===== src/rtl/ptp_eng_pkg.sv =====
`timescale 1ns/1ps
package ptp_eng_pkg;

    localparam int TS_W  = 32;
    localparam int SEQ_W = 8;

    typedef logic [TS_W-1:0]  stamp_t;
    typedef logic [SEQ_W-1:0] seq_t;

    typedef enum logic [1:0] {
        MSG_SYNC   = 2'd0,
        MSG_FOLLOW = 2'd1,
        MSG_DREQ   = 2'd2,
        MSG_DRESP  = 2'd3
    } msg_t;

    typedef enum logic [1:0] {
        ROLE_LISTEN = 2'd0,
        ROLE_MASTER = 2'd1,
        ROLE_SLAVE  = 2'd2
    } role_t;

    typedef struct packed {
        logic   valid;
        msg_t   kind;
        seq_t   seq;
        stamp_t ts;
    } msg_ev_t;

    typedef struct packed {
        stamp_t t1;
        stamp_t t2;
        stamp_t t3;
        stamp_t t4;
    } quad_t;

    // Halve a signed value one bit wider than a stamp, keep stamp width.
    function automatic stamp_t half_of(input logic signed [TS_W:0] v);
        logic signed [TS_W:0] h;
        h = v >>> 1;
        return h[TS_W-1:0];
    endfunction

    // Sign-extend a stamp difference by one bit.
    function automatic logic signed [TS_W:0] widen(input stamp_t d);
        return $signed({d[TS_W-1], d});
    endfunction

endpackage


===== src/rtl/ptp_role_ctrl.sv =====
`timescale 1ns/1ps
module ptp_role_ctrl
    import ptp_eng_pkg::*;
#(
    parameter int LISTEN_CYC = 64,
    parameter int SYNC_CYC   = 32
) (
    input  logic   clk,
    input  logic   rst,
    input  logic   foreign_sync,
    input  stamp_t foreign_ts,
    input  stamp_t now,
    output role_t  role,
    output logic   sync_fire
);

    localparam int LW = $clog2(LISTEN_CYC + 1);
    localparam int SW = $clog2(SYNC_CYC + 1);

    logic [LW-1:0] listen_cnt;
    logic [SW-1:0] sync_cnt;

    always_ff @(posedge clk) begin
        if (rst) begin
            role       <= ROLE_LISTEN;
            listen_cnt <= '0;
            sync_cnt   <= '0;
        end else begin
            case (role)
                ROLE_LISTEN: begin
                    if (foreign_sync)
                        role <= ROLE_SLAVE;
                    else if (listen_cnt == LW'(LISTEN_CYC - 1))
                        role <= ROLE_MASTER;
                    else
                        listen_cnt <= listen_cnt + 1'b1;
                end
                ROLE_MASTER: begin
                    if (sync_cnt == '0)
                        sync_cnt <= SW'(SYNC_CYC - 1);
                    else
                        sync_cnt <= sync_cnt - 1'b1;
                    // best master: the smaller advertised stamp wins
                    if (foreign_sync && (foreign_ts < now))
                        role <= ROLE_SLAVE;
                end
                default: role <= role;
            endcase
        end
    end

    assign sync_fire = (role == ROLE_MASTER) && (sync_cnt == '0);

endmodule


===== src/rtl/ptp_msg_exchange.sv =====
`timescale 1ns/1ps
module ptp_msg_exchange
    import ptp_eng_pkg::*;
(
    input  logic    clk,
    input  logic    rst,
    input  role_t   role,
    input  logic    sync_fire,
    input  msg_ev_t rx,
    input  stamp_t  now,
    output msg_ev_t tx,
    output quad_t   stamps,
    output logic    calc_go
);

    typedef enum logic [2:0] {
        SEL_NONE, SEL_FOL, SEL_SYNC, SEL_DREQ, SEL_DRESP
    } sel_t;

    quad_t  q;
    seq_t   rx_sync_seq;
    logic   have_sync;
    logic   dreq_pend, dreq_out;
    seq_t   dreq_ctr, dreq_seq;
    seq_t   sync_ctr, fol_seq;
    stamp_t fol_ts;
    logic   fol_pend;
    logic   resp_pend;
    seq_t   resp_seq;
    stamp_t resp_ts;
    sel_t   sel;

    logic is_slave, is_master;
    assign is_slave  = (role == ROLE_SLAVE);
    assign is_master = (role == ROLE_MASTER);

    always_comb begin
        if (fol_pend)                    sel = SEL_FOL;
        else if (sync_fire)              sel = SEL_SYNC;
        else if (dreq_pend && is_slave)  sel = SEL_DREQ;
        else if (resp_pend && is_master) sel = SEL_DRESP;
        else                             sel = SEL_NONE;
    end

    always_comb begin
        tx = '0;
        case (sel)
            SEL_FOL:   tx = '{valid: 1'b1, kind: MSG_FOLLOW, seq: fol_seq,  ts: fol_ts};
            SEL_SYNC:  tx = '{valid: 1'b1, kind: MSG_SYNC,   seq: sync_ctr, ts: now};
            SEL_DREQ:  tx = '{valid: 1'b1, kind: MSG_DREQ,   seq: dreq_ctr, ts: now};
            SEL_DRESP: tx = '{valid: 1'b1, kind: MSG_DRESP,  seq: resp_seq, ts: resp_ts};
            default:   tx = '0;
        endcase
    end

    always_ff @(posedge clk) begin
        if (rst) begin
            q           <= '0;
            rx_sync_seq <= '0;
            have_sync   <= 1'b0;
            dreq_pend   <= 1'b0;
            dreq_out    <= 1'b0;
            dreq_ctr    <= '0;
            dreq_seq    <= '0;
            sync_ctr    <= '0;
            fol_seq     <= '0;
            fol_ts      <= '0;
            fol_pend    <= 1'b0;
            resp_pend   <= 1'b0;
            resp_seq    <= '0;
            resp_ts     <= '0;
            calc_go     <= 1'b0;
        end else begin
            calc_go <= 1'b0;

            // transmit side bookkeeping
            case (sel)
                SEL_FOL:  fol_pend <= 1'b0;
                SEL_SYNC: begin
                    fol_pend <= 1'b1;
                    fol_ts   <= now;
                    fol_seq  <= sync_ctr;
                    sync_ctr <= sync_ctr + 1'b1;
                end
                SEL_DREQ: begin
                    dreq_pend <= 1'b0;
                    dreq_out  <= 1'b1;
                    dreq_seq  <= dreq_ctr;
                    dreq_ctr  <= dreq_ctr + 1'b1;
                    q.t3      <= now;
                end
                SEL_DRESP: resp_pend <= 1'b0;
                default: ;
            endcase

            // slave receive side
            if (is_slave && rx.valid) begin
                case (rx.kind)
                    MSG_SYNC: begin
                        q.t2        <= now;
                        rx_sync_seq <= rx.seq;
                        have_sync   <= 1'b1;
                    end
                    MSG_FOLLOW: begin
                        if (have_sync && (rx.seq == rx_sync_seq)) begin
                            q.t1      <= rx.ts;
                            have_sync <= 1'b0;
                            dreq_pend <= 1'b1;
                        end
                    end
                    MSG_DRESP: begin
                        if (dreq_out && (rx.seq == dreq_seq)) begin
                            q.t4     <= rx.ts;
                            dreq_out <= 1'b0;
                            calc_go  <= 1'b1;
                        end
                    end
                    default: ;
                endcase
            end

            // master receive side
            if (is_master && rx.valid && (rx.kind == MSG_DREQ)) begin
                resp_pend <= 1'b1;
                resp_seq  <= rx.seq;
                resp_ts   <= now;
            end
        end
    end

    assign stamps = q;

endmodule


===== src/rtl/ptp_offset_calc.sv =====
`timescale 1ns/1ps
module ptp_offset_calc
    import ptp_eng_pkg::*;
(
    input  logic   clk,
    input  logic   rst,
    input  logic   calc_go,
    input  quad_t  q,
    output stamp_t offset,
    output stamp_t path_delay,
    output logic   valid
);

    stamp_t d_ms, d_sm;
    logic signed [TS_W:0] s_dif, s_sum;

    always_comb begin
        d_ms  = q.t2 - q.t1;
        d_sm  = q.t4 - q.t3;
        s_dif = widen(d_ms) - widen(d_sm);
        s_sum = widen(d_ms) + widen(d_sm);
    end

    always_ff @(posedge clk) begin
        if (rst) begin
            offset     <= '0;
            path_delay <= '0;
            valid      <= 1'b0;
        end else begin
            valid <= calc_go;
            if (calc_go) begin
                offset     <= half_of(s_dif);
                path_delay <= half_of(s_sum);
            end
        end
    end

endmodule


===== src/rtl/ptp_local_clock.sv =====
`timescale 1ns/1ps
module ptp_local_clock
    import ptp_eng_pkg::*;
#(
    parameter int NS_PER_CLK = 10
) (
    input  logic   clk,
    input  logic   rst,
    input  logic   corr_valid,
    input  stamp_t corr,
    output stamp_t now
);

    localparam stamp_t STEP = stamp_t'(NS_PER_CLK);

    always_ff @(posedge clk) begin
        if (rst)
            now <= '0;
        else if (corr_valid)
            now <= now + STEP - corr;
        else
            now <= now + STEP;
    end

endmodule


===== src/rtl/ptp_slave_engine.sv =====
`timescale 1ns/1ps
module ptp_slave_engine
    import ptp_eng_pkg::*;
#(
    parameter int LISTEN_CYC = 64,
    parameter int SYNC_CYC   = 32,
    parameter int NS_PER_CLK = 10
) (
    input  logic             clk,
    input  logic             rst,
    input  logic             rx_valid,
    input  logic [1:0]       rx_type,
    input  logic [SEQ_W-1:0] rx_seq,
    input  logic [TS_W-1:0]  rx_ts,
    output logic             tx_valid,
    output logic [1:0]       tx_type,
    output logic [SEQ_W-1:0] tx_seq,
    output logic [TS_W-1:0]  tx_ts,
    output logic [1:0]       role,
    output logic [TS_W-1:0]  local_time,
    output logic [TS_W-1:0]  offset,
    output logic [TS_W-1:0]  path_delay,
    output logic             offset_valid
);

    msg_ev_t rx_ev, tx_ev;
    role_t   role_q;
    logic    sync_fire, calc_go, foreign_sync;
    quad_t   stamps;
    stamp_t  now, offs;

    assign rx_ev        = '{valid: rx_valid, kind: msg_t'(rx_type), seq: rx_seq, ts: rx_ts};
    assign foreign_sync = rx_valid && (msg_t'(rx_type) == MSG_SYNC);

    ptp_role_ctrl #(
        .LISTEN_CYC (LISTEN_CYC),
        .SYNC_CYC   (SYNC_CYC)
    ) u_role (
        .clk          (clk),
        .rst          (rst),
        .foreign_sync (foreign_sync),
        .foreign_ts   (rx_ts),
        .now          (now),
        .role         (role_q),
        .sync_fire    (sync_fire)
    );

    ptp_msg_exchange u_xchg (
        .clk       (clk),
        .rst       (rst),
        .role      (role_q),
        .sync_fire (sync_fire),
        .rx        (rx_ev),
        .now       (now),
        .tx        (tx_ev),
        .stamps    (stamps),
        .calc_go   (calc_go)
    );

    ptp_offset_calc u_calc (
        .clk        (clk),
        .rst        (rst),
        .calc_go    (calc_go),
        .q          (stamps),
        .offset     (offs),
        .path_delay (path_delay),
        .valid      (offset_valid)
    );

    ptp_local_clock #(
        .NS_PER_CLK (NS_PER_CLK)
    ) u_clock (
        .clk        (clk),
        .rst        (rst),
        .corr_valid (offset_valid),
        .corr       (offs),
        .now        (now)
    );

    assign tx_valid   = tx_ev.valid;
    assign tx_type    = tx_ev.kind;
    assign tx_seq     = tx_ev.seq;
    assign tx_ts      = tx_ev.ts;
    assign role       = role_q;
    assign local_time = now;
    assign offset     = offs;

endmodule


===== config.mk =====
export PLATFORM = sky130hd
export DESIGN_NAME = ptp_slave_engine
export DESIGN_NICKNAME = d
export VERILOG_FILES = /design/src/rtl/ptp_eng_pkg.sv /design/src/rtl/ptp_role_ctrl.sv /design/src/rtl/ptp_msg_exchange.sv /design/src/rtl/ptp_offset_calc.sv /design/src/rtl/ptp_local_clock.sv /design/src/rtl/ptp_slave_engine.sv
export SDC_FILE = /design/constraint.sdc
export NUM_CORES = 1
export LEC_CHECK = 0
export ABC_AREA = 1
export ABC_CLOCK_PERIOD_IN_PS = 4100
export BUFFER_PORTS_ARGS = -buffer_cell sky130_fd_sc_hd__buf_4
export CORE_AREA = 2 2 253 255
export DETAILED_ROUTE_END_ITERATION = 10
export DIE_AREA = 0 0 255 257
export HOLD_SLACK_MARGIN = 0.15
export PLACE_DENSITY = 0.6
export SYNTH_ARGS = -nofsm -noshare
export SYNTH_HDL_FRONTEND = slang
export SYNTH_SLANG_ARGS = --single-unit

===== constraint.sdc =====
create_clock -name clk -period 4.1 [get_ports clk]
set_input_delay 0.615 -clock clk [delete_from_list [all_inputs] [get_ports clk]]
set_output_delay 0.615 -clock clk [all_outputs]
set_load 0.1 [all_outputs]

; ---- Word level (Yosys, flattened, before mapping)
; Index checks and enable logic that the tools add are counted.
[classes]
reduce_logical = 24
magnitude_cmp = 1
bitwise_logic = 4
eq_ne = 15
mux = 25
addsub = 10
[op_table]
columns = op, count
row1 = case mux 43 bit (4 select lines), 1
row2 = subtractor 32 bit, 3
row3 = adder 32 x 32 -> 33 bit, 1
row4 = subtractor 32 x 32 -> 33 bit, 1
row5 = adder 32 x 4 -> 32 bit (second input constant), 1
row6 = < comparator 32 bit, 1
row7 = two-way mux 32 bit, 1
row8 = adder 8 x 1 -> 8 bit (second input constant), 2
row9 = equality test 8 bit, 2
row10 = AND reduction 3 bit, 5
row11 = two-way mux 1 bit, 12
row12 = two-way mux 3 bit, 4
row13 = logical AND 1 bit, 10
row14 = nonzero test 2 bit, 4
row15 = adder 7 x 1 -> 7 bit (second input constant), 1
row16 = equality test 7 x 6 -> 1 bit (second input constant), 1
row17 = equality test 2 bit (second input constant), 3
row18 = equality test 3 x 2 -> 1 bit (second input constant), 2
row19 = zero test 6 bit, 1
row20 = two-way mux 2 bit, 3
row21 = two-way mux 6 bit, 1
row22 = subtractor 6 x 1 -> 6 bit (second input constant), 1
row23 = equality test 2 x 1 -> 1 bit (second input constant), 2
row24 = zero test 2 bit, 2
row25 = other kinds (10), 14
[totals]
in_bits = 45
register_bits = 358

; ---- Depth between registers and ports, before layout
; Gate-level depths: netlist (run 1).
[depth]
depth_word = 11
mapped_depth = 27

; ---- Cells and area by module
; A second synthesis (run 1) with hierarchy kept.
[unflattened]
hier_cells = 4584
area_unflattened_um2 = 27621.5
[by_module_without_submodules]
columns = module, area_per_inst_um2, cells_each, n_inst
row1 = ptp_offset_calc, 11511.0, 2099, 1
row2 = ptp_msg_exchange, 10151.0, 1447, 1
row3 = ptp_local_clock, 4413.0, 812, 1
row4 = ptp_role_ctrl, 1532.7, 223, 1
row5 = ptp_slave_engine, 13.8, 3, 1

; ---- Worst setup path after synthesis (run 1)
; Ideal clock, no wire load.
[synth_path]
kind = register to register
start = register u_clock.now[1]
end = register u_clock.now[24]
slack_ns = 0.494
setup_ns = 0.109
period_less_slack_ns = 3.606
t_required_ns = 3.991
stages_incl_launch_ff = 18
arrival_time_ns = 3.497
cell_sequence = dfxtp_1 -> inv_1 -> o21ai_2 -> nand2_2 -> inv_2 -> nand2_1 -> nor2_1 -> xor2_1 -> inv_1 -> ha_1 -> nand2_1 -> nor2_1 -> nand4_1 -> or2_2 -> nand4_1 -> nand3_1 -> nand2_1 -> inv_1
[synth_between]
elab_chain_cells = 3
[synth_lines]
columns = item, line
row1 = "start, declared", ptp_local_clock.sv:11  ; output stamp_t now
row2 = "start signal, assigned", ptp_local_clock.sv:20  ; now <= now + STEP - corr;
row3 = "start signal, assigned", ptp_local_clock.sv:22  ; now <= now + STEP;
row4 = adder 32 x 4 -> 32 bit *, "ptp_local_clock.sv:20, ptp_local_clock.sv:22"
row5 = subtractor 32 bit, ptp_local_clock.sv:20
row6 = two-way mux 32 bit *, ptp_local_clock.sv:19  ; else if (corr_valid)
; Mark *: on every way between the ends. The rest lies on a longest branch, timed or not.
; A chain may end at the register's enable or synchronous reset.

; ---- Worst setup path in the final report (run 1)
[layout_path]
start = register, netlist name u_xchg.stamps[0]
end = register u_calc.path_delay[16]
[layout_between]
elab_chain_cells = 2
[layout_lines]
columns = item, line
row1 = subtractor 32 bit, ptp_offset_calc.sv:19  ; d_sm = q.t4 - q.t3;
row2 = adder 32 x 32 -> 33 bit, ptp_offset_calc.sv:21  ; s_sum = widen(d_ms) + widen(d_sm);
row3 = "end signal, assigned", ptp_offset_calc.sv:33  ; path_delay <= half_of(s_sum);
row4 = "end, declared", ptp_offset_calc.sv:10  ; output stamp_t path_delay,
; Every way passes these cells.

==> impl_metrics.tcl, run 1 <==
set metrics [dict create \
    setup_total_neg_slack_ps 0 \
    placed_cell_area_sq_mm 0.0280 \
    finalSetupViolCount 0 \
    p_leak_uw 0.0146 \
    timing.final.max_slew_violations 0 \
    drc 0 \
    cp_endpoint_kind "register" \
    multi_input_area_sq_mm 0.0153 \
    clkSlewWorstSetupHoldPaths_ps 60 \
    place_ws_ps 60.1 \
    grt_total_usage_pct 29.4 \
    first_pass_grt_wire_length_um 146000 \
    synth_area_per_cell_sq_um 6.46 \
    max_clock_freq_mhz 260 \
    coreArea_sq_mm 0.0627 \
    synth_cell_type_count 55 \
    regArea_sq_mm 0.00717 \
    post_route_cells_drive_above_1_share_pct 13.0 \
    synthArstFlopShare_pct 0 \
    num_vias 26219 \
    ant_nets 0 \
    post_drt_wl_per_cell_um 20.0 \
    worst_clock_skew_ps 17.8 \
    hold_buffers 0 \
    slew_headroom_pct 29.6 \
    tritoncts_clock_tree "built" \
    p_total_uw 15800 \
    ios 187 \
    grt_antenna_before_repair 2 \
    status "complete, no violations" \
    critical_path_peak_fanout 8 \
    worst_skew_pair.late_latency_ps 600 \
    drt_iter0_drc 2111 \
    timing_worst_setup_path_type "reg -> reg" \
    critPathSlowestCell "sky130_fd_sc_hd__fa_1" \
    vdd_ir_drop_max_mv 0.417 \
    antenna-diode-count 0 \
    root_buffer "sky130_fd_sc_hd__clkbuf_16" \
    crit_path_cell_trace "inv_1, ha_1, inv_1, fa_1, nand2_1, nand2_1, o21ai_1, buf_4, o21ai_2, a21oi_4, xor2_2, ha_2, a21oi_1, o21ai_0, a21oi_2, nand2_2, a21oi_1, xor2_1, nand2_1, nand2_1, inv_1" \
    synth_enable_flop_cells 0 \
    synth.net_count 4079 \
    hp-class "in -> reg" \
    grt_pass1_vias 23790 \
    first_pass_iters 6 \
    worst_slack_ps 247 \
    design.die.area_sq_mm 0.0655 \
    worst_pin_slew_ps 1060 \
    synth_area_sq_mm 0.0248 \
    ys_seq_area_share_pct 28.9 \
    final.min_clock_period_ps 3850 \
    rsz_0062_raised_after_global_routing "true" \
    layout_net_count 4344 \
    finalInstanceArea_sq_mm 0.0297 \
    timing.critical_path.from_type "register" \
    place.gp.congestion 0.987 \
    critical_path_arrival_ps 4340 \
    cts.htree.levels 2 \
    start_util_pct 39.5 \
    placementRows 92 \
    place.detailed.hpwl_um 79600 \
    number_of_storage_elements_in_the_synthesis_netlist 358 \
    filler_instances 6636 \
    dieHeight_um 257 \
    final_hold_viol_count 0 \
    syn_inst 3838 \
    fin_crit_sh_pct 94.0 \
    whs_ps 248 \
    drv_cap 0 \
    postSynth.topFlopCell "sky130_fd_sc_hd__dfxtp_1" \
    wirelength_um 99400 \
    syn2layout_area_growth_pct 19.8 \
    yosysWarnings 0 \
    critical-path-top-cell-by-count "sky130_fd_sc_hd__nand2_1" \
    cts_buffer_depth 3 \
    power_density_mw_per_mm2 531 \
    critical-path-max-stage-delay_ps 390 \
    required_ps 4590 \
    gr-total-overflow 0 \
    place.port_buffers 186 \
    chipWidth_um 255 \
    cts_made_buffers 42 \
    avgViaCountPerCell 5.27 \
    clock-sinks 358 \
    grt_max_degree 105 \
]
flip-flops by register name (all words and copies together) (netlist names), 2 cells and up:
| name | count |
|---|---|
| u_xchg.stamps | 128 |
| u_calc.offset | 32 |
| u_calc.path_delay | 32 |
| u_clock.now | 32 |
| u_xchg.fol_ts | 32 |
| u_xchg.resp_ts | 32 |
| u_xchg.dreq_ctr | 8 |
| u_xchg.dreq_seq | 8 |
| u_xchg.fol_seq | 8 |
| u_xchg.resp_seq | 8 |
| u_xchg.rx_sync_seq | 8 |
| u_xchg.sync_ctr | 8 |
| u_role.listen_cnt | 7 |
| u_role.sync_cnt | 6 |
| u_role.role | 2 |
final timing paths:
path / start / endpoint / slack, ps / cells after the start
worst max-delay path: u_xchg.stamps[0]$_SDFFE_PP0P_ / u_calc.path_delay[16]$_SDFFE_PP0P_ / 250 / 21
worst min-delay path: rx_ts[22] / u_xchg.stamps[22]$_SDFFE_PP0P_ / 250 / 3
worst max register to register: u_xchg.stamps[0]$_SDFFE_PP0P_ / u_calc.path_delay[16]$_SDFFE_PP0P_ / 250 / 21
worst min register to register: u_role.listen_cnt[6]$_SDFFE_PP0P_ / u_role.listen_cnt[6]$_SDFFE_PP0P_ / 450 / 2
kinds of logic (layout without fill, tap and decap cells):
family / Yosys count / count (layout) / synth area share, %
AO/OA/AOI/OAI: 907 / 907 / 19.4
XOR/XNOR: 119 / 119 / 4.20
adder cells (fa/ha/maj): 196 / 196 / 10.0
buffers and inverters: 668 / 963 / 10.4
flip-flops: 358 / 358 / 28.9
AND/OR/NAND/NOR: 1590 / 1590 / 27.1
per-layer routing:
metal	global-route usage, %	wire length, um
met1	39.3	43300
met2	45.7	44300
met3	6.72	7680
met4	11.4	4020
met5	0	20
repair_timing:
action / 4_1_cts / 5_1_grt
gates resized for setup: 0 / 80
setup buffers: 0 / 2
setup endpoints to repair: 0 / 34
cell type report:
cell class | instances | area share, %
flip-flops and latches | 358 | 24.1
clock inverters | 12 | 0.783
multi-input cells | 2812 | 51.5
clock buffers | 62 | 4.13
well taps | 846 | 3.56
inverters | 536 | 6.78
repair buffers | 353 | 9.10
where the power goes:
part | switching, uW | internal, uW | leakage [uW]
clock | 1670 | 2350 | 0.000711
sequential | 83.3 | 3590 | 0.00289
combinational | 5210 | 2890 | 0.0110
total | 6960 | 8830 | 0.0146
placed cells by master, fill, tap and decap left out, drive strengths merged, types with 2 or more instances in the layout:
master  count
nor3       55
inv       537
ha        191
o221ai      3
o21bai     23
nand2     915
fa          5
o21a       17
a31oi      17
buf       353
o211ai      9
nor4       11
nand4      82
o31ai       2
dfxtp     358
xor2       96
or2        14
o21ai     315
a21boi      5
a211oi      2
bufinv      4
a21o       20
nor2      327
a21oi     487
nand3     175
clkbuf     62
a221oi      2
clkinv      7
nand3b      5
o221a       2
and3        4
xnor2      23
cell usage after synthesis, types with 9 or more instances:
master	count	share of area, %
sky130_fd_sc_hd__dfxtp_1	358	29
sky130_fd_sc_hd__ha_1	191	9.6
sky130_fd_sc_hd__nand2_1	904	14
sky130_fd_sc_hd__nor4_1	9	0.23
sky130_fd_sc_hd__xor2_1	96	3.4
sky130_fd_sc_hd__nor3_1	50	1.0
sky130_fd_sc_hd__buf_1	10	0.15
sky130_fd_sc_hd__clkbuf_1	85	1.3
sky130_fd_sc_hd__a21o_1	20	0.61
sky130_fd_sc_hd__o21bai_1	23	0.70
sky130_fd_sc_hd__a21oi_1	486	9.8
sky130_fd_sc_hd__o21a_1	17	0.51
sky130_fd_sc_hd__o211ai_1	9	0.27
sky130_fd_sc_hd__nor2_1	320	4.8
sky130_fd_sc_hd__o21ai_1	52	1.0
sky130_fd_sc_hd__or2_2	12	0.30
sky130_fd_sc_hd__buf_2	25	0.50
sky130_fd_sc_hd__nand2_2	11	0.28
sky130_fd_sc_hd__a31oi_1	17	0.43
sky130_fd_sc_hd__xnor2_1	23	0.81
sky130_fd_sc_hd__nand4_1	81	2.0
sky130_fd_sc_hd__inv_1	522	7.9
sky130_fd_sc_hd__o21ai_0	260	5.2
sky130_fd_sc_hd__nand3_1	174	3.5
sky130_fd_sc_hd__inv_2	12	0.18
metrics by stage:
step	instances	util, %
finish	4979	47.4
global route	4979	47.4
CTS	4977	46.9
detailed placement	4903	44.6
global placement	4903	44.6
floorplan	3838	-
critical path, delay by kind of cell, from the launching register on:
family                     cells  cell delay (ps)
AOI/OAI and AO/OA              7             1290
adders and majority gates      3              900
and+or+nand+nor                5              540
xor gates and xnor gates       2              400
buffers and inverters          4              330
DFF                            1              300
(Power assumes the default switching activity.)
==> run 2, diff against run 1 <==
--- a/config.mk
+++ b/config.mk
@@ -8,11 +8,13 @@
 export ABC_AREA = 1
 export ABC_CLOCK_PERIOD_IN_PS = 4100
 export BUFFER_PORTS_ARGS = -buffer_cell sky130_fd_sc_hd__buf_4
-export CORE_AREA = 2 2 253 255
+export CELL_PAD_IN_SITES_DETAIL_PLACEMENT = 2
+export CELL_PAD_IN_SITES_GLOBAL_PLACEMENT = 2
+export CORE_AREA = 2 2 245 308
 export DETAILED_ROUTE_END_ITERATION = 10
-export DIE_AREA = 0 0 255 257
+export DIE_AREA = 0 0 247 310
 export HOLD_SLACK_MARGIN = 0.15
-export PLACE_DENSITY = 0.6
+export PLACE_DENSITY = 0.85
 export SYNTH_ARGS = -nofsm -noshare
 export SYNTH_HDL_FRONTEND = slang
 export SYNTH_SLANG_ARGS = --single-unit
==> run 2 against run 1 <==
The run now ends with negative setup slack left. Largest power group unchanged. Global-route usage up 5.0 points. Wire length increased by 44%. Via count is 14% higher. Clock power increased by 5.2%.
==> impl_metrics.tcl, run 2 (synthesis results as in run 1) <==
set metrics [dict create \
    grt_max_degree 115 \
    drc 0 \
    vdd_ir_drop_max_mv 0.408 \
    fin_crit_sh_pct 104 \
    grt_antenna_before_repair 4 \
    dieHeight_um 310 \
    tritoncts_clock_tree "built" \
    combinationalPowerShare_pct 55.5 \
    final.min_clock_period_ps 4280 \
    failed_checks "negative setup slack" \
    filler_instances 8785 \
    drv_cap 0 \
    p_total_uw 17800 \
    p_leak_uw 0.0150 \
    chipWidth_um 247 \
    dp_cells 5082 \
    antenna-diode-count 0 \
    worst_pin_slew_ps 1020 \
    place.detailed.hpwl_um 101000 \
    finalInstanceArea_sq_mm 0.0310 \
    root_buffer "sky130_fd_sc_hd__clkbuf_16" \
    wirelength_um 143000 \
    worst_slack_ps -179 \
    p_sw_uw 8460 \
    ant_nets 0 \
    grt_pass1_vias 32151 \
    placementRows 112 \
    timing.final.max_slew_violations 0 \
    start_util_pct 33.6 \
    required_ps 4620 \
    critical_path_peak_fanout 4 \
    timing_worst_setup_path_type "reg -> reg" \
    final_cell_mix "884 x sky130_fd_sc_hd__nand2_1, 514 x sky130_fd_sc_hd__inv_1, 442 x sky130_fd_sc_hd__a21oi_1" \
    hp-class "in -> reg" \
    grt_total_usage_pct 34.4 \
    num_vias 29833 \
    cts.htree.levels 2 \
    cell_internal_pwr_uw 9310 \
    power_density_mw_per_mm2 574 \
    timing.critical_path.from_type "register" \
    cts_buffer_depth 3 \
    place.port_buffers 186 \
    coreArea_sq_mm 0.0739 \
    max_clock_freq_mhz 234 \
    clock-sinks 358 \
    rsz_0062_raised_after_global_routing "true" \
    status "complete, but fails checks" \
    finalSetupViolCount 22 \
    placed_cell_area_sq_mm 0.0286 \
    final_cell_count_no_fill 5167 \
    critical_path_arrival_ps 4800 \
    power.sequential.fraction_pct 20.7 \
    ios 187 \
    place.gp.congestion 0.978 \
    largest_reg_flops 128 \
    post_drt_wl_per_cell_um 27.6 \
    cts_made_buffers 42 \
    cp_endpoint_kind "register" \
    worst_skew_pair.late_latency_ps 640 \
    power_switching_share_pct 47.6 \
    post_route_cells_drive_above_1_share_pct 16.8 \
    worst_clock_skew_ps 33.2 \
    avgViaCountPerCell 5.77 \
    final_hold_viol_count 0 \
    clock_power_share_pct 23.8 \
    first_pass_grt_wire_length_um 199000 \
    gr-total-overflow 0 \
    clkSlewWorstSetupHoldPaths_ps 80 \
    design.die.area_sq_mm 0.0766 \
    layout_net_count 4410 \
    first_pass_iters 5 \
    syn2layout_area_growth_pct 24.8 \
    slew_headroom_pct 32.3 \
    layout_commonest_cell "sky130_fd_sc_hd__nand2_1" \
    drt_iter0_drc 1774 \
]
[run 2: cell types whose count changed in the layout (fill, tap and decap cells not counted), sizes merged]
cell / previous run / this run
buf: 353 / 419
clkbuf: 62 / 54
clkinv: 7 / 10
bufinv: 4 / 6
clkinvlp: 0 / 2
[run 2: power by group through the flow]
stage	Clock, uW	Sequential, uW	Combinational (uW)
floorplan	0	3830	4630
global placement	0	3750	8340
detailed placement	0	3750	8540
CTS	4220	3680	8990
global route	4340	3690	10400
finish	4230	3680	9860
[run 2: routing by layer]
metal	vias up	wire length (um)	GRT usage [%]
met5	-	42	0
met4	6	12700	23.4
met3	549	7300	4.84
met2	1108	69300	61.2
met1	15006	53500	37.7
li1	13164	-	-
[run 2: cell type report]
class	instances	area, sq um	area share (%)
Multi-Input combinational cell	2812	15900	51.4
Sequential cell	358	7170	23.2
Timing Repair Buffer	419	3200	10.3
Inverter	536	2030	6.54
Tap cell	969	1210	3.91
Clock buffer	54	1140	3.67
Clock inverter	19	300	0.970
[run 2: what timing repair did]
| item | CTS | global route |
|---|---|---|
| pin swaps | 8 | 25 |
| hold buffers | 0 | 0 |
| endpoints found under the setup margin | 36 | 45 |
| setup buffers | 2 | 10 |
| gates resized for setup | 59 | 167 |
| endpoints found under the hold margin | 0 | 0 |
[run 2: final timing paths]
path	slack (ps)	depth (start not counted)	from	endpoint
worst max-delay path	-180	23	u_xchg.stamps[64]$_SDFFE_PP0P_	u_calc.path_delay[24]$_SDFFE_PP0P_
worst min-delay path	200	3	rx_ts[15]	u_xchg.stamps[15]$_SDFFE_PP0P_
worst max register to register	-180	23	u_xchg.stamps[64]$_SDFFE_PP0P_	u_calc.path_delay[24]$_SDFFE_PP0P_
worst min register to register	450	2	u_role.listen_cnt[6]$_SDFFE_PP0P_	u_role.listen_cnt[6]$_SDFFE_PP0P_
[run 2: through the flow]
stage	setup WS (ps)	util, %	TNS (ps)	hold slack [ps]
after CTS	-16.9	40.9	-16.9	187
after global routing	-281	41.9	-6310	220
after detailed placement	-492	38.7	-5730	447
after global placement	-394	38.7	-1960	436
final	-179	41.9	-1190	203
after floorplan	494	-	0	420
[run 2: worst max-delay path: stages, from the launching register on]
cell	delay [ps]
sky130_fd_sc_hd__dfxtp_1	330
sky130_fd_sc_hd__inv_1	100
sky130_fd_sc_hd__ha_1	190
sky130_fd_sc_hd__inv_1	110
sky130_fd_sc_hd__fa_2	400
sky130_fd_sc_hd__nand3_1	130
sky130_fd_sc_hd__nand2_2	110
sky130_fd_sc_hd__nand3_1	110
sky130_fd_sc_hd__nand3_2	120
sky130_fd_sc_hd__a21oi_2	180
sky130_fd_sc_hd__buf_6	150
sky130_fd_sc_hd__inv_1	80
sky130_fd_sc_hd__a21oi_2	240
sky130_fd_sc_hd__xnor2_2	180
sky130_fd_sc_hd__ha_4	360
sky130_fd_sc_hd__buf_4	140
sky130_fd_sc_hd__nand2_2	110
sky130_fd_sc_hd__o21ai_1	340
sky130_fd_sc_hd__a21oi_1	100
sky130_fd_sc_hd__o21a_1	230
sky130_fd_sc_hd__nand3_1	70
sky130_fd_sc_hd__nand2_1	50
sky130_fd_sc_hd__o21ai_0	220
sky130_fd_sc_hd__inv_1	80
==> run 3, diff against run 2 <==
--- a/config.mk
+++ b/config.mk
@@ -15,6 +15,7 @@
 export DIE_AREA = 0 0 247 310
 export HOLD_SLACK_MARGIN = 0.15
 export PLACE_DENSITY = 0.85
+export SETUP_SLACK_MARGIN = 0.5
 export SYNTH_ARGS = -nofsm -noshare
 export SYNTH_HDL_FRONTEND = slang
 export SYNTH_SLANG_ARGS = --single-unit
==> run 3 against run 2 <==
The flow now stops in 5_1_grt. Area after synthesis is the same. Synthesized cell count is the same.
==> impl_metrics.tcl, run 3 <==
set metrics [dict create \
    clock-sinks 358 \
    syn_inst 3838 \
    synth_area_sq_mm 0.0248 \
    gr-total-overflow 19 \
    place.detailed.hpwl_um 102000 \
    synth_cell_type_count 55 \
    post-synth-top-area-cell "sky130_fd_sc_hd__dfxtp_1" \
    placementRows 112 \
    first_reported_error "[ERROR GRT-0232] Routing congestion too high. Check the congestion heatmap in the GUI." \
    last-stage-reached "5_1_grt" \
    place.gp.congestion 0.971 \
    yosysWarnings 0 \
    worst_endpoint_kind "register input" \
    synth.top_cells.by_count "904 x sky130_fd_sc_hd__nand2_1, 522 x sky130_fd_sc_hd__inv_1, 486 x sky130_fd_sc_hd__a21oi_1" \
    grt_max_degree 102 \
    synth_area_per_cell_sq_um 6.46 \
    start_util_pct 33.6 \
    yosys-top-cells-area "sky130_fd_sc_hd__dfxtp_1 29%, sky130_fd_sc_hd__nand2_1 14%, sky130_fd_sc_hd__a21oi_1 9.8%, sky130_fd_sc_hd__ha_1 9.6%, sky130_fd_sc_hd__inv_1 7.9%" \
    cts_made_buffers 43 \
    grt_total_usage_pct 59.3 \
    synth.most_common_cell "sky130_fd_sc_hd__nand2_1" \
    ios 187 \
    chipWidth_um 247 \
    root_buffer "sky130_fd_sc_hd__clkbuf_16" \
    ys_seq_area_share_pct 28.9 \
    dieHeight_um 310 \
    number_of_storage_elements_in_the_synthesis_netlist 358 \
    placed_cell_area_sq_mm 0.0287 \
    place_ws_ps -435 \
    synth.net_count 4079 \
    place.port_buffers 186 \
    synth_enable_flop_cells 0 \
    synthArstFlopShare_pct 0 \
    cts_buffer_depth 3 \
    postSynth.topFlopCell "sky130_fd_sc_hd__dfxtp_1" \
    cts.htree.levels 2 \
    hold_buffers 0 \
    status "aborted with a tool error" \
    area_share_of_the_largest_cell_type_after_synthesis_pct 28.9 \
    timing.grt.repair.worst_endpoint "u_calc.offset[22]$_SDFFE_PP0P_/D" \
]
run 3: kinds of logic after synthesis:
kind of cell	share of synthesized area, %
AOI/OAI and AO/OA	19.4
xor gates and xnor gates	4.20
adders and majority gates	10.0
buffers and inverters	10.4
DFF	28.9
and+or+nand+nor	27.1
run 3: what timing repair did:
item | 4_1_cts
setup endpoints to repair | 102
buffers inserted | 46
gates resized for setup | 476
pin swaps | 93
run 3: per-stage QoR:
stage                     cells  util [%]
after CTS                  5219      43.9
after detailed placement   5095      38.8
after global placement     5095      38.8
after floorplan            3838         -
run 3: per-layer routing:
layer  track usage, %  GRT overflow
met1             56.6             0
met2             84.8             6
met3             34.5             0
met4             63.0            13
met5             7.03             0
==> run 4, diff against run 3 <==
--- a/config.mk
+++ b/config.mk
@@ -8,14 +8,10 @@
 export ABC_AREA = 1
 export ABC_CLOCK_PERIOD_IN_PS = 4100
 export BUFFER_PORTS_ARGS = -buffer_cell sky130_fd_sc_hd__buf_4
-export CELL_PAD_IN_SITES_DETAIL_PLACEMENT = 2
-export CELL_PAD_IN_SITES_GLOBAL_PLACEMENT = 2
-export CORE_AREA = 2 2 245 308
+export CORE_AREA = 2 2 319 321
 export DETAILED_ROUTE_END_ITERATION = 10
-export DIE_AREA = 0 0 247 310
-export HOLD_SLACK_MARGIN = 0.15
-export PLACE_DENSITY = 0.85
-export SETUP_SLACK_MARGIN = 0.5
+export DIE_AREA = 0 0 321 323
+export PLACE_DENSITY_LB_ADDON = 0.15
 export SYNTH_ARGS = -nofsm -noshare
 export SYNTH_HDL_FRONTEND = slang
 export SYNTH_SLANG_ARGS = --single-unit
==> run 4 against run 3 <==
The run now ends clean.
==> impl_metrics.tcl, run 4 (synthesis results as in run 1) <==
set metrics [dict create \
    status "complete, no violations" \
    grt_antenna_before_repair 2 \
    cp_endpoint_kind "register" \
    first_pass_grt_wire_length_um 165000 \
    ant_nets 0 \
    largest_reg_flops 128 \
    path_delay_family "compound AO/OA/AOI/OAI gates" \
    clock-sinks 358 \
    ios 187 \
    vdd_ir_drop_max_mv 0.321 \
    root_buffer "sky130_fd_sc_hd__clkbuf_16" \
    first_pass_iters 6 \
    required_ps 4630 \
    tritoncts_clock_tree "built" \
    final_hold_viol_count 0 \
    worst_clock_skew_ps 45.6 \
    wirelength_um 114000 \
    layout_net_count 4459 \
    place.port_buffers 186 \
    dieHeight_um 323 \
    avgViaCountPerCell 4.69 \
    clock_power_share_pct 25.6 \
    fin_crit_sh_pct 94.4 \
    critical-path-max-stage-delay_ps 420 \
    gr-total-overflow 0 \
    place.gp.congestion 0.924 \
    critical-path-top-cell-by-count "sky130_fd_sc_hd__nand2_1" \
    timing_worst_setup_path_type "reg -> reg" \
    p_leak_uw 0.0152 \
    min_path_cells 3 \
    start_util_pct 24.6 \
    power_switching_share_pct 43.7 \
    critical_path_peak_fanout 4 \
    hp-class "in -> reg" \
    layout_commonest_cell "sky130_fd_sc_hd__nand2_1" \
    critPathSlowestCell "sky130_fd_sc_hd__ha_1" \
    cts.htree.levels 2 \
    num_vias 26112 \
    worst-r2r-setup-slack_ps 230 \
    final.min_clock_period_ps 3870 \
    cts_buffer_depth 3 \
    finalSetupViolCount 0 \
    placed_cell_area_sq_mm 0.0294 \
    worst_skew_pair.late_latency_ps 640 \
    combinationalPowerShare_pct 52.8 \
    post_drt_wl_per_cell_um 20.4 \
    coreArea_sq_mm 0.101 \
    design.die.area_sq_mm 0.104 \
    cts_made_buffers 46 \
    hold_buffers 0 \
    r2r.worst_path.cells 21 \
    final_cell_mix "893 x sky130_fd_sc_hd__nand2_1, 517 x sky130_fd_sc_hd__inv_1, 457 x sky130_fd_sc_hd__a21oi_1" \
    grt_total_usage_pct 21.4 \
    drv_cap 0 \
    postLayoutCoreUtil_pct 31.2 \
    antenna-diode-count 0 \
    worstHoldEndpoint "u_xchg.stamps[27]$_SDFFE_PP0P_" \
    placementRows 117 \
    drc 0 \
    chipWidth_um 321 \
    crit_path_cell_trace "inv_1, ha_1, buf_4, nand2_1, nor2_1, nand2_1, o21ai_0, buf_4, xor2_1, ha_1, buf_4, a21oi_1, o21ai_0, a21oi_1, nand2_1, nand3b_1, nand2_1, nand2_1, nand2_1, o21ai_0, inv_1" \
    drt_iter0_drc 1957 \
    worstSetupPathDepth 21 \
    rsz_0062_raised_after_global_routing "true" \
    critical_path_arrival_ps 4400 \
    grt_max_degree 81 \
    timing.critical_path.from_type "register" \
    startpoint "u_xchg.stamps[108]$_SDFFE_PP0P_" \
    final_cell_count_no_fill 5563 \
    worst_pin_slew_ps 1030 \
    max_clock_freq_mhz 258 \
    finalInstanceArea_sq_mm 0.0314 \
    cp.buffers_inverters 5 \
    slew_headroom_pct 30.8 \
    cell_internal_pwr_uw 9580 \
    dp_cells 5472 \
    syn2layout_area_growth_pct 26.8 \
    power_density_mw_per_mm2 541 \
    regToRegStartpoint "u_xchg.stamps[108]$_SDFFE_PP0P_" \
    timing.final.max_slew_violations 0 \
    p_sw_uw 7430 \
    r2r_end "u_calc.path_delay[30]$_SDFFE_PP0P_" \
    grt_pass1_vias 24808 \
    place.detailed.hpwl_um 92000 \
    clkSlewWorstSetupHoldPaths_ps 60 \
    power.sequential.fraction_pct 21.6 \
    min-delay-start "rx_ts[27]" \
    post_route_cells_drive_above_1_share_pct 15.9 \
]
==> run 4: routing by layer <==
layer,vias to the layer above,wire length (um),track usage (%)
li1,13332,-,-
met1,12093,54200,29.8
met2,590,51600,34.7
met3,95,5410,2.90
met4,2,2420,5.03
met5,-,11,0
==> run 4: repair_timing <==
item	4_1_cts	5_1_grt
buffers inserted	2	5
endpoints found under the hold margin	0	0
pin swaps	1	14
gates resized for setup	13	96
endpoints found under the setup margin	13	39
==> run 4: stage by stage <==
| stage | hold WS [ps] | setup slack [ps] | TNS (ps) | power [uW] |
|---|---|---|---|---|
| final | 203 | 230 | 0 | 17000 |
| after global routing | 167 | -26.7 | -50.7 | 18100 |
| after CTS | 158 | 1.00 | 0 | 16800 |
| after detailed placement | 442 | -149 | -536 | 12300 |
| after global placement | 442 | -141 | -628 | 12400 |
| after floorplan | 420 | 494 | 0 | 8460 |
==> run 4: worst max-delay path by stage <==
stage	endpoint	slack, ps
after CTS	u_calc.offset[21]$_SDFFE_PP0P_	1
after global routing	u_calc.offset[24]$_SDFFE_PP0P_	-30
after detailed placement	u_calc.path_delay[30]$_SDFFE_PP0P_	-150
after global placement	u_calc.path_delay[30]$_SDFFE_PP0P_	-140
final	u_calc.path_delay[30]$_SDFFE_PP0P_	230
after floorplan	u_clock.now[24]$_SDFF_PP0_	490
==> run 4: worst min-delay path, cell delays in order <==
cell                      delay (ps)
sky130_fd_sc_hd__buf_4           110
sky130_fd_sc_hd__nand2_2          50
sky130_fd_sc_hd__nand2_1          40
==> run 4: power groups by stage <==
stage / clock network (uW) / logic [uW] / registers (uW)
finish: 4360 / 8980 / 3670
global route: 4620 / 9810 / 3690
CTS: 4480 / 8650 / 3670
detailed placement: 0 / 8560 / 3750
global placement: 0 / 8660 / 3750
floorplan: 0 / 4630 / 3830
==> run 4: final cells by class <==
| cell class | count | area (sq um) |
|---|---|---|
| inverter | 536 | 2020 |
| sequential | 358 | 7170 |
| multi-input combinational | 2812 | 15400 |
| clock inverter | 14 | 234 |
| timing repair buffer | 464 | 3570 |
| fill | 11270 | 69300 |
| clock buffer | 70 | 1380 |
| tap | 1309 | 1640 |
